[src/rtl/spi_master_pkg.sv]
package spi_master_pkg;

  typedef enum logic [1:0] {
    XS_IDLE  = 2'd0,
    XS_SHIFT = 2'd1,
    XS_TAIL  = 2'd2
  } xfer_state_t;

endpackage

[src/rtl/spi_baud_gen.sv]
module spi_baud_gen #(
  parameter int DIV_W = 16
) (
  input  logic             clk,
  input  logic             rst_n,
  input  logic             run,
  input  logic             restart,
  input  logic [DIV_W-1:0] divisor,
  output logic             tick
);

  localparam logic [DIV_W-1:0] MIN_LIM = DIV_W'(2);

  logic [DIV_W-1:0] count_q;
  logic [DIV_W-1:0] limit;

  always_comb begin
    limit = (divisor < MIN_LIM) ? MIN_LIM : divisor;
  end

  assign tick = run && (count_q >= (limit - DIV_W'(1)));

  always_ff @(posedge clk or negedge rst_n) begin
    if (!rst_n) begin
      count_q <= '0;
    end else if (restart || !run || tick) begin
      count_q <= '0;
    end else begin
      count_q <= count_q + DIV_W'(1);
    end
  end


  tick_spacing_chk: assert property (@(posedge clk) disable iff (!rst_n)
    tick |=> !tick);

endmodule

[src/rtl/spi_sck_div.sv]
module spi_sck_div #(
  parameter int EDGES  = 16,
  parameter int EDGE_W = 5
) (
  input  logic              clk,
  input  logic              rst_n,
  input  logic              start,
  input  logic              en,
  input  logic              active,
  input  logic              cpol,
  input  logic              tick,
  output logic              sck,
  output logic              edge_fire,
  output logic [EDGE_W-1:0] edge_idx
);

  localparam logic [EDGE_W-1:0] LAST = EDGE_W'(EDGES);

  logic              sck_q;
  logic [EDGE_W-1:0] done_q;

  assign edge_fire = en && tick && (done_q < LAST);
  assign edge_idx  = done_q + EDGE_W'(1);
  assign sck       = active ? sck_q : cpol;

  always_ff @(posedge clk or negedge rst_n) begin
    if (!rst_n) begin
      sck_q  <= 1'b0;
      done_q <= '0;
    end else if (start) begin
      sck_q  <= cpol;
      done_q <= '0;
    end else if (edge_fire) begin
      sck_q  <= ~sck_q;
      done_q <= edge_idx;
    end
  end


  edge_bound_chk: assert property (@(posedge clk) disable iff (!rst_n)
    done_q <= LAST);


  sck_hold_chk: assert property (@(posedge clk) disable iff (!rst_n)
    (!tick && !start) |=> $stable(sck_q));

endmodule

[src/rtl/spi_shifter.sv]
module spi_shifter #(
  parameter int DATA_W = 8,
  parameter int EDGES  = 16,
  parameter int EDGE_W = 5
) (
  input  logic              clk,
  input  logic              rst_n,
  input  logic              load,
  input  logic [DATA_W-1:0] load_data,
  input  logic              cpha,
  input  logic              edge_fire,
  input  logic [EDGE_W-1:0] edge_idx,
  input  logic              miso,
  output logic              mosi,
  output logic [DATA_W-1:0] rx_data,
  output logic              rx_done
);

  localparam logic [EDGE_W-1:0] LAST_EDGE = EDGE_W'(EDGES);
  localparam logic [EDGE_W-1:0] PREV_EDGE = EDGE_W'(EDGES - 1);

  logic [DATA_W-1:0] tx_sr;
  logic [DATA_W-1:0] rx_sr;
  logic              mosi_q;
  logic              lead;
  logic              sample_ev;
  logic              drive_ev;
  logic              last_sample;
  logic [DATA_W-1:0] rx_next;

  assign lead        = edge_idx[0];
  assign sample_ev   = edge_fire && (lead ^ cpha);
  assign drive_ev    = edge_fire && !(lead ^ cpha) && (edge_idx != LAST_EDGE);
  assign last_sample = sample_ev && (edge_idx == (cpha ? LAST_EDGE : PREV_EDGE));
  assign rx_next     = {rx_sr[DATA_W-2:0], miso};
  assign mosi        = mosi_q;

  always_ff @(posedge clk or negedge rst_n) begin
    if (!rst_n) begin
      tx_sr  <= '0;
      mosi_q <= 1'b0;
    end else if (load) begin
      if (!cpha) begin
        mosi_q <= load_data[DATA_W-1];
        tx_sr  <= {load_data[DATA_W-2:0], 1'b0};
      end else begin
        tx_sr  <= load_data;
      end
    end else if (drive_ev) begin
      mosi_q <= tx_sr[DATA_W-1];
      tx_sr  <= {tx_sr[DATA_W-2:0], 1'b0};
    end
  end

  always_ff @(posedge clk or negedge rst_n) begin
    if (!rst_n) begin
      rx_sr   <= '0;
      rx_data <= '0;
      rx_done <= 1'b0;
    end else begin
      rx_done <= 1'b0;
      if (load) begin
        rx_sr <= '0;
      end else if (sample_ev) begin
        rx_sr <= rx_next;
        if (last_sample) begin
          rx_data <= rx_next;
          rx_done <= 1'b1;
        end
      end
    end
  end


  done_pulse_chk: assert property (@(posedge clk) disable iff (!rst_n)
    rx_done |=> !rx_done);


  mosi_hold_chk: assert property (@(posedge clk) disable iff (!rst_n)
    (!load && !drive_ev) |=> $stable(mosi_q));

endmodule

[src/rtl/spi_byte_master.sv]
module spi_byte_master
  import spi_master_pkg::*;
#(
  parameter int DATA_W = 8,
  parameter int DIV_W  = 16
) (
  input  logic              clk,
  input  logic              rst_n,
  input  logic              cpol,
  input  logic              cpha,
  input  logic [DIV_W-1:0]  divisor,
  input  logic              tx_valid,
  output logic              tx_ready,
  input  logic [DATA_W-1:0] tx_data,
  output logic              rx_done,
  output logic [DATA_W-1:0] rx_data,
  output logic              sck,
  output logic              ss_n,
  output logic              mosi,
  input  logic              miso
);

  localparam int EDGES  = 2 * DATA_W;
  localparam int EDGE_W = $clog2(EDGES + 1);
  localparam logic [EDGE_W-1:0] LAST_EDGE = EDGE_W'(EDGES);

  xfer_state_t       state_q;
  logic              ss_n_q;
  logic              accept;
  logic              tick;
  logic              edge_fire;
  logic [EDGE_W-1:0] edge_idx;

  assign tx_ready = (state_q == XS_IDLE);
  assign accept   = tx_valid && tx_ready;
  assign ss_n     = ss_n_q;

  always_ff @(posedge clk or negedge rst_n) begin
    if (!rst_n) begin
      state_q <= XS_IDLE;
      ss_n_q  <= 1'b1;
    end else begin
      case (state_q)
        XS_IDLE: if (accept) begin
          state_q <= XS_SHIFT;
          ss_n_q  <= 1'b0;
        end
        XS_SHIFT: if (edge_fire && (edge_idx == LAST_EDGE)) begin
          state_q <= XS_TAIL;
        end
        XS_TAIL: if (tick) begin
          state_q <= XS_IDLE;
          ss_n_q  <= 1'b1;
        end
        default: begin
          state_q <= XS_IDLE;
          ss_n_q  <= 1'b1;
        end
      endcase
    end
  end

  spi_baud_gen #(.DIV_W(DIV_W)) u_baud (
    .clk     (clk),
    .rst_n   (rst_n),
    .run     (state_q != XS_IDLE),
    .restart (accept),
    .divisor (divisor),
    .tick    (tick)
  );

  spi_sck_div #(.EDGES(EDGES), .EDGE_W(EDGE_W)) u_sck (
    .clk       (clk),
    .rst_n     (rst_n),
    .start     (accept),
    .en        (state_q == XS_SHIFT),
    .active    (state_q != XS_IDLE),
    .cpol      (cpol),
    .tick      (tick),
    .sck       (sck),
    .edge_fire (edge_fire),
    .edge_idx  (edge_idx)
  );

  spi_shifter #(.DATA_W(DATA_W), .EDGES(EDGES), .EDGE_W(EDGE_W)) u_shift (
    .clk       (clk),
    .rst_n     (rst_n),
    .load      (accept),
    .load_data (tx_data),
    .cpha      (cpha),
    .edge_fire (edge_fire),
    .edge_idx  (edge_idx),
    .miso      (miso),
    .mosi      (mosi),
    .rx_data   (rx_data),
    .rx_done   (rx_done)
  );


  idle_deselect_chk: assert property (@(posedge clk) disable iff (!rst_n)
    tx_ready |-> ss_n);


  idle_level_chk: assert property (@(posedge clk) disable iff (!rst_n)
    $rose(ss_n) |-> (sck == cpol));


  busy_hold_chk: assert property (@(posedge clk) disable iff (!rst_n)
    accept |=> !tx_ready);

endmodule

[config.mk]
export PLATFORM = sky130hd
export DESIGN_NAME = spi_byte_master
export DESIGN_NICKNAME = d
export VERILOG_FILES = /design/src/rtl/spi_master_pkg.sv /design/src/rtl/spi_baud_gen.sv /design/src/rtl/spi_sck_div.sv /design/src/rtl/spi_shifter.sv /design/src/rtl/spi_byte_master.sv
export SDC_FILE = /design/constraint.sdc
export NUM_CORES = 1
export LEC_CHECK = 0
export CAP_MARGIN = 25
export CORE_MARGIN = 1
export CORE_UTILIZATION = 30
export DETAILED_ROUTE_END_ITERATION = 10
export DONT_BUFFER_PORTS = 1
export PLACE_DENSITY = 0.44
export SETUP_SLACK_MARGIN = 0.02
export SYNTH_ARGS = -nofsm -noshare
export SYNTH_HDL_FRONTEND = slang
export SYNTH_SLANG_ARGS = --single-unit
export TNS_END_PERCENT = 50
[constraint.sdc]
create_clock -name clk -period 2.7 [get_ports clk]
set_input_delay 0.54 -clock clk [delete_from_list [all_inputs] [get_ports clk]]
set_output_delay 0.54 -clock clk [all_outputs]
set_load 0.02 [all_outputs]
==> flow_summary.toml, run 1 <==
[clocking]
clock-root-buffer = "clkbuf_8"
clk-insertion-delay-late_ns = 0.31
cts_buffers = 5
cts_sinks = 50
cts.clk_slew.worst_paths_ns = 0.10
clockBufferDepth = 2
cts_tree = "yes"
htreeDepth = 2

[sta]
hold_ws_ns = 0.0608
fin_crit_sh = 1.71
relSlewSlack = 0.602
setup_viol = 50
worst_pin_slew_ns = 0.594
rsz0062_at_grt = "yes"
period_minus_slack_ns = 4.61
drv_slew = 0
fin_skew_ns = 0.0144
setup_ws_ns = -1.91
clock.fmax_mhz = 217
final-hold-violation-count = 0

[layout]
layout_common_cells = "dfrtp_1, nor2_1, nand2_1"
layout_commonest_cell = "dfrtp_1"
n_antenna_cell = 0
nFillCells = 963
fin_nets = 392
drive_gt1_frac = 0.224
final_util = 0.385
stdcell_area_um2 = 3600
syn2layout_area_growth_pct = 22.1

[place]
portBuffers = 0
place_area_um2 = 3310
post-place-ws_ns = -2.31
place_congestion = 0.738
dp_hpwl_um = 4620

[yosys]
synth_area_um2 = 2950
asyncSetResetFlopFracSynth = 1.00
synth_edf_count = 0
yosysUniqueCellTypes = 43
syn_area_per_cell_um2 = 9.43
yosysSeqAreaShare = 0.425
yosysWarnings = 0
synth_cells = 313
ys.flop_type = "dfrtp_1"
syn-num-nets = 362
yosys_register_bits = 50

[grt]
grt_max_degree = 50
grt_pass1_vias = 2204
grt_use_total = 0.137
grt-ovfl-total = 0
antenna_found_initial = 0
grt_pass1_wl_um = 10900

[critical_path]
r2r_cells = 7
rr_endpoint = "u_shift.rx_data[1]$_DFFE_PN0P_"
reg2reg_slack_ns = 0.13
worst-endpoint-arrival_ns = 4.81
path_max_fanout = 9
r2r_start = "u_baud.count_q[11]$_DFF_PN0_"
critPathRequiredTime_ns = 2.90
end_kind = "register"
crit_type = "in -> reg"
worst_setup_path_start_kind = "primary input"

[worst_hold_path]
hp-class = "in -> async"

[pwr]
vdd_drop_max_uv = 234
p_leak_uw = 0.00163
power_density_nw_per_um2 = 468
p_total_uw = 1690

[detailed_routing]
wirelength_um = 6430
remaining_drc_errors = 0
viasPerCell = 4.74
drt-pass1-iter-count = 4
drtAntennaViolNets = 0
vias = 2241
drt_first_iter_violations = 70
wl_per_cell_um = 13.6

[floorplanning]
chipWidth_um = 101
die_area_um2 = 10200
start_util = 0.315
ios = 43
core_um2 = 9370
rows = 35
die_y_um = 101

[outcome]
status = "finished with violations"
violations = "negative setup slack"

[job]
max_cap_violations = 0
-- final cells by class --
| class | count | area (um2) | share of cell area |
|---|---|---|---|
| clock buffer | 5 | 68.8 | 0.0191 |
| multi-input combinational | 248 | 1750 | 0.487 |
| inverter | 5 | 18.8 | 0.00521 |
| clock inverter | 3 | 28.8 | 0.00799 |
| timing repair buffer | 33 | 319 | 0.0885 |
| sequential | 50 | 1250 | 0.348 |
| tap | 129 | 161 | 0.0448 |
-- kinds of logic (layout without fill, tap and decap cells) --
group	count (synthesis)	after routing	synth area share
multiplexers	18	18	0.0649
XOR/XNOR	31	31	0.0920
AND/OR/NAND/NOR	134	135	0.213
adder cells (fa/ha/maj)	19	19	0.0806
AO/OA/AOI/OAI	45	45	0.101
buffers and inverters	16	46	0.0242
flip-flops	50	50	0.425
-- power breakdown --
part / internal (uW) / switching, uW / leakage (uW)
clock: 193 / 280 / 0.0000502
sequential: 817 / 76.7 / 0.000667
combinational: 169 / 153 / 0.000909
total: 1180 / 509 / 0.00163
-- stage by stage --
stage / TNS (ns) / instances
6_report: -89.03 / 473
2_1_floorplan: -97.66 / 313
3_5_place_dp: -107.84 / 456
5_1_grt: -100.33 / 473
3_3_place_gp: -105.04 / 456
4_1_cts: -89.03 / 469
-- state kept, by name, indices dropped and copies added (netlist names) --
signal and flops:
u_sck.done_q 5, u_shift.rx_done 1, state_q 2, u_shift.rx_data 8, u_baud.count_q 16, u_shift.rx_sr 7, u_shift.tx_sr 8, u_shift.mosi 1
ss_n 1, u_sck.sck_q 1
-- timing repair --
action                                  CTS  global route
gates resized for setup                   9            18
hold buffers                              1             0
endpoints found under the hold margin    49             0
pin swaps                                 0             3
gates cloned                              2             0
endpoints found under the setup margin   50            50
setup buffers                             2             4
-- how the worst max path moves through the flow --
stage / start / endpoint / cells past startpoint
2_1_floorplan: divisor[12] / u_shift.rx_data[1]$_DFFE_PN0P_ / 18
5_1_grt: divisor[12] / u_shift.rx_data[1]$_DFFE_PN0P_ / 17
6_report: divisor[12] / u_shift.rx_data[1]$_DFFE_PN0P_ / 17
4_1_cts: divisor[12] / u_shift.rx_data[1]$_DFFE_PN0P_ / 17
3_3_place_gp: divisor[12] / u_shift.tx_sr[4]$_DFFE_PN0P_ / 17
3_5_place_dp: divisor[12] / u_shift.tx_sr[3]$_DFFE_PN0P_ / 17
-- Yosys cell counts, types with 5 or more instances --
library cell  count  area (um2)
nor2_1           47         176
nand3_1           8        40.0
a21oi_1          12        60.1
ha_1             19         238
mux2_2            9         101
inv_1             5        18.8
xnor2_1          20         175
and3_1            5        31.3
nor3_1            6        30.0
dfrtp_1          49        1230
mux2i_1           9        90.1
a221o_1           7        70.1
nand2_1          40         150
o21ai_0          15        75.1
xor2_1           11        96.3
clkbuf_1          5        18.8
-- metal layers --
layer  global-route usage  part of all wire  up-vias
met1                0.199              0.52     1059
li1                     -                 -     1151
met2                0.208              0.44       27
met3               0.0283             0.028        4
met5                    0                 0        -
met4               0.0301            0.0082        0
-- critical path, cell delays in order --
cell and delay, ns:
or4_4 0.51, or3_4 0.34, or3b_4 0.40, o21ai_2 0.15
ha_2 0.21, nand2_2 0.06, or2_4 0.23, nand2b_4 0.17
nor3_4 0.19, xnor2_1 0.08, ha_1 0.29, nand4_1 0.12
or4_4 0.43, o32a_4 0.34, a21boi_4 0.21, nand3_4 0.19
mux2_4 0.34
Power figures use the tool's default switching activity.
==> run 2: changes to the inputs <==
==> constraint.sdc (replaced) <==
create_clock -name clk -period 2.7 [get_ports clk]
set_input_delay 0.405 -clock clk [delete_from_list [all_inputs] [get_ports clk]]
set_output_delay 0.405 -clock clk [all_outputs]
set_load 0.02 [all_outputs]
==> flow_summary.toml, run 2 (same netlist as run 1, synthesis figures left out) <==
[critical_path]
end_kind = "register"
crit_type = "in -> reg"
critPathRequiredTime_ns = 2.90
path_max_fanout = 9
worst_setup_path_start_kind = "primary input"
worst-endpoint-arrival_ns = 4.64

[pwr]
p_int_uw = 1270
p_leak_uw = 0.00161
power_density_nw_per_um2 = 493
p_sw_uw = 512
p_clk_frac = 0.316
vdd_drop_max_uv = 227
pwr-share-comb = 0.181
switching_share = 0.288
p_seq_frac = 0.504
p_total_uw = 1780

[layout]
syn2layout_area_growth_pct = 22.2
n_antenna_cell = 0
stdcell_area_um2 = 3600
layout_common_cells = "dfrtp_1, nor2_1, nand2_1"
layout_commonest_cell = "dfrtp_1"
largest_reg_flops = 16
largest-register = "u_baud.count_q"
final_util = 0.385
drive_gt1_frac = 0.219
fin_nets = 390
largestRegisters = "u_baud.count_q: 16 flops, u_shift.rx_data: 8 flops, u_shift.tx_sr: 8 flops"

[floorplanning]
chipWidth_um = 101
ios = 43
die_area_um2 = 10200
die_y_um = 101
core_um2 = 9370
start_util = 0.315
rows = 35

[sta]
clock.fmax_mhz = 225
period_minus_slack_ns = 4.44
drv_slew = 0
setup_viol = 50
timing.setup.tns_ns = -80.04
final-hold-violation-count = 0
worst_pin_slew_ns = 0.467
setup_ws_ns = -1.74
fin_crit_sh = 1.64
fin_skew_ns = 0.0140
rsz0062_at_grt = "yes"
relSlewSlack = 0.680

[detailed_routing]
viasPerCell = 4.80
drt-pass1-iter-count = 4
drt_first_iter_violations = 75
wirelength_um = 6380
wl_per_cell_um = 13.5
vias = 2259
remaining_drc_errors = 0
drtAntennaViolNets = 0

[clocking]
cts.clk_slew.worst_paths_ns = 0.10
cts_buffers = 5
htreeDepth = 2
clockBufferDepth = 2
clock-root-buffer = "clkbuf_8"
cts_sinks = 50
cts_tree = "yes"
clk-insertion-delay-late_ns = 0.31

[job]
max_cap_violations = 0

[place]
dp_hpwl_um = 4590
place_area_um2 = 3320
portBuffers = 0
place_congestion = 0.736

[grt]
grt_max_degree = 51
grt_use_total = 0.135
antenna_found_initial = 0
grt-ovfl-total = 0
grt_pass1_vias = 2182
grt_pass1_wl_um = 11000

[outcome]
violations = "negative setup slack"
status = "finished with violations"

[worst_hold_path]
hp-class = "in -> reg"
## run 2: power by group through the flow
stage	clock network, uW	registers (uW)	logic (uW)
floorplan	0	892	218
finish	562	896	321
global route	607	908	376
CTS	577	896	325
global placement	0	911	287
detailed placement	0	908	294
## run 2: area by class of cell
type,count,area (um2)
fill,975,5770
sequential,50,1250
inverter,5,18.8
clock inverter,3,47.5
timing repair buffer,31,290
multi-input combinational,248,1770
tap,129,161
clock buffer,5,68.8
## run 2: worst max-delay path, stage by stage
cell and delay (ns):
or4_4 0.51, or3_4 0.34, or3b_4 0.39, o21ai_2 0.15, ha_2 0.21, nand2_2 0.05
or2_4 0.24, nand2b_4 0.16, nor3_2 0.18, xnor2_1 0.09, ha_1 0.28, nand4_1 0.12
or4_4 0.43, o32a_4 0.34, a21boi_4 0.21, nand3_4 0.19, mux2_4 0.34
## run 2: through the flow
stage | cells | hold slack (ns) | setup WS, ns
final | 471 | 0.211 | -1.74
after CTS | 470 | 0.200 | -1.75
after global routing | 471 | 0.198 | -1.94
after floorplan | 313 | 0.109 | -2.04
after detailed placement | 457 | 0.111 | -2.14
after global placement | 457 | 0.111 | -2.09
## run 2: what timing repair did
action,in CTS,in global routing
endpoints found under the setup margin,50,50
endpoints found under the hold margin,50,0
resized for setup,26,2
gates cloned,2,0
setup buffers,1,1
pin swaps,4,0
hold buffers,2,0
## run 2: layer usage
metal / share of wire / vias up / track usage
met5: 0 / - / 0
met4: 0.0099 / 0 / 0.0301
met3: 0.029 / 5 / 0.0276
met2: 0.45 / 32 / 0.210
met1: 0.51 / 1074 / 0.193
li1: - / 1148 / -
## run 2: path summary, 6_finish.rpt
path	start	endpoint	slack, ns	cells after the start
min in group asynchronous	rst_n	u_baud.count_q[14]$_DFF_PN0_	0.60	2
worst min-delay path	miso	u_shift.rx_sr[0]$_DFFE_PN0P_	0.21	2
worst max register to register	u_baud.count_q[8]$_DFF_PN0_	u_shift.rx_data[1]$_DFFE_PN0P_	0.14	7
worst min register to register	u_shift.tx_sr[6]$_DFFE_PN0P_	u_shift.tx_sr[7]$_DFFE_PN0P_	0.50	1
max in group asynchronous	rst_n	ss_n$_DFFE_PN1P_	1.82	2
worst max-delay path	divisor[12]	u_shift.rx_data[1]$_DFFE_PN0P_	-1.74	17
==> run 3: changes to the inputs <==
--- a/config.mk
+++ b/config.mk
@@ -10,6 +10,8 @@
 export CORE_UTILIZATION = 30
 export DETAILED_ROUTE_END_ITERATION = 10
 export DONT_BUFFER_PORTS = 1
+export GPL_ROUTABILITY_DRIVEN = 0
+export MAX_ROUTING_LAYER = met4
 export PLACE_DENSITY = 0.44
 export SETUP_SLACK_MARGIN = 0.02
 export SYNTH_ARGS = -nofsm -noshare
==> flow_summary.toml, run 3 (same netlist as run 1, synthesis figures left out) <==
[outcome]
status = "finished with violations"
violations = "negative setup slack"

[worst_hold_path]
hp-class = "in -> reg"
min_to = "u_shift.rx_sr[0]$_DFFE_PN0P_"
hp-start = "miso"
whs_path_depth = 2

[clocking]
htreeDepth = 2
clockBufferDepth = 2
cts_buffers = 5
clk-insertion-delay-late_ns = 0.31
clock-root-buffer = "clkbuf_8"
cts_tree = "yes"
cts_sinks = 50
cts.clk_slew.worst_paths_ns = 0.10

[critical_path]
critPathRequiredTime_ns = 2.90
slowest_stage = "or4_4"
reg2reg_slack_ns = 0.14
worst_setup_path_start_kind = "primary input"
r2r_cells = 7
end_kind = "register"
r2r_start = "u_baud.count_q[8]$_DFF_PN0_"
rr_endpoint = "u_shift.rx_data[1]$_DFFE_PN0P_"
crit_type = "in -> reg"
slowest_delay_ns = 0.51
worst-endpoint-arrival_ns = 4.64
path_max_fanout = 9
crit_top_cell = "or4_4"
path_cells = "or4_4 -> or3_4 -> or3b_4 -> o21ai_2 -> ha_2 -> nand2_2 -> or2_4 -> nand2b_4 -> nor3_2 -> xnor2_1 -> ha_1 -> nand4_1 -> or4_4 -> o32a_4 -> a21boi_4 -> nand3_4 -> mux2_4"

[floorplanning]
ios = 43
rows = 35
die_y_um = 101
chipWidth_um = 101
core_um2 = 9370
die_area_um2 = 10200
start_util = 0.315

[sta]
worst_pin_slew_ns = 0.467
final-hold-violation-count = 0
rsz0062_at_grt = "yes"
clock.fmax_mhz = 225
period_minus_slack_ns = 4.44
fin_crit_sh = 1.64
hold_ws_ns = 0.212
timing.setup.tns_ns = -80.01
setup_viol = 50
fin_skew_ns = 0.0145
relSlewSlack = 0.680
setup_ws_ns = -1.74
drv_slew = 0

[layout]
layout_common_cells = "dfrtp_1, nor2_1, nand2_1"
nFillCells = 975
n_antenna_cell = 0
largest-register = "u_baud.count_q"
largest_reg_flops = 16
drive_gt1_frac = 0.219
fin_nets = 390
layout_commonest_cell = "dfrtp_1"
largestRegisters = "u_baud.count_q: 16 flops, u_shift.rx_data: 8 flops, u_shift.tx_sr: 8 flops"
syn2layout_area_growth_pct = 22.2
instances_no_fill = 471

[job]
max_cap_violations = 0

[grt]
antenna_found_initial = 0
met2_usage = 0.210
gr-usage-met3 = 0.0276
grt_max_degree = 51
grt_pass1_wl_um = 11000
use_met1 = 0.193
grt.busiest_layer = "met2"
grt-ovfl-total = 0
grt_use_total = 0.139
grt_pass1_vias = 2188

[detailed_routing]
wl_per_cell_um = 13.5
remaining_drc_errors = 0
drtAntennaViolNets = 0
wirelength_um = 6360
drt_first_iter_violations = 86
drt-pass1-iter-count = 4
vias = 2256
viasPerCell = 4.79

[pwr]
p_clk_frac = 0.316
p_leak_uw = 0.00161
switching_share = 0.288
vdd_drop_max_uv = 227
power_density_nw_per_um2 = 493
p_seq_frac = 0.504
p_sw_uw = 512
p_int_uw = 1270
pwr-share-comb = 0.181
p_total_uw = 1780

[place]
post-place-ws_ns = -2.14
dp_hpwl_um = 4590
dpl.cell_count = 457
portBuffers = 0
run 3: cell counts in the layout (fill, tap and decap cells not counted):
Identical to the previous run, type by type.
run 3: critical path, delay by kind of cell:
| family | cells | cell delay (ns) |
|---|---|---|
| simple gates | 10 | 2.60 |
| mux | 1 | 0.34 |
| xor+xnor | 1 | 0.09 |
| fa+ha+maj | 2 | 0.49 |
| compound gates | 3 | 0.70 |
run 3: power by group through the flow:
stage	sequential (uW)	clock [uW]	combinational, uW
after CTS	896	577	325
after global routing	908	607	376
final	896	561	321
after floorplan	892	0	218
after global placement	911	0	287
after detailed placement	908	0	294
run 3: worst max-delay path by stage:
stage                 from                        endpoint  slack, ns  depth (start not counted)
2_1_floorplan  divisor[12]  u_shift.rx_data[1]$_DFFE_PN0P_      -2.04                         18
3_3_place_gp   divisor[12]    u_shift.tx_sr[4]$_DFFE_PN0P_      -2.09                         17
3_5_place_dp   divisor[12]    u_shift.tx_sr[7]$_DFFE_PN0P_      -2.14                         17
4_1_cts        divisor[12]  u_shift.rx_data[1]$_DFFE_PN0P_      -1.75                         17
5_1_grt        divisor[12]  u_shift.rx_data[1]$_DFFE_PN0P_      -1.94                         17
6_report       divisor[12]  u_shift.rx_data[1]$_DFFE_PN0P_      -1.74                         17
run 3: final cells by class:
class / count / area [um2] / share of cell area
Multi-Input combinational cell: 248 / 1770 / 0.490
Sequential cell: 50 / 1250 / 0.347
Timing Repair Buffer: 31 / 290 / 0.0805
Tap cell: 129 / 161 / 0.0448
Clock buffer: 5 / 68.8 / 0.0191
Clock inverter: 3 / 47.5 / 0.0132
Inverter: 5 / 18.8 / 0.00521
run 3: per-stage QoR:
| stage | area [um2] | utilization |
|---|---|---|
| 6_report | 3600 | 0.385 |
| 3_5_place_dp | 3320 | 0.354 |
| 4_1_cts | 3590 | 0.383 |
| 3_3_place_gp | 3320 | 0.354 |
| 2_1_floorplan | 3020 | - |
| 5_1_grt | 3600 | 0.385 |
run 3: repair_timing:
| action | CTS | global route |
|---|---|---|
| endpoints found under the setup margin | 50 | 50 |
| hold buffers | 2 | 0 |
| endpoints found under the hold margin | 50 | 0 |
| buffers inserted | 1 | 1 |
| gates cloned | 2 | 0 |
| resized for setup | 26 | 2 |
| pin swaps | 4 | 0 |
run 3: routing by layer:
metal,share of wire,wire (um)
met1,0.51,3210
met2,0.46,2910
met3,0.028,179
met4,0.0090,57
met5,0,0
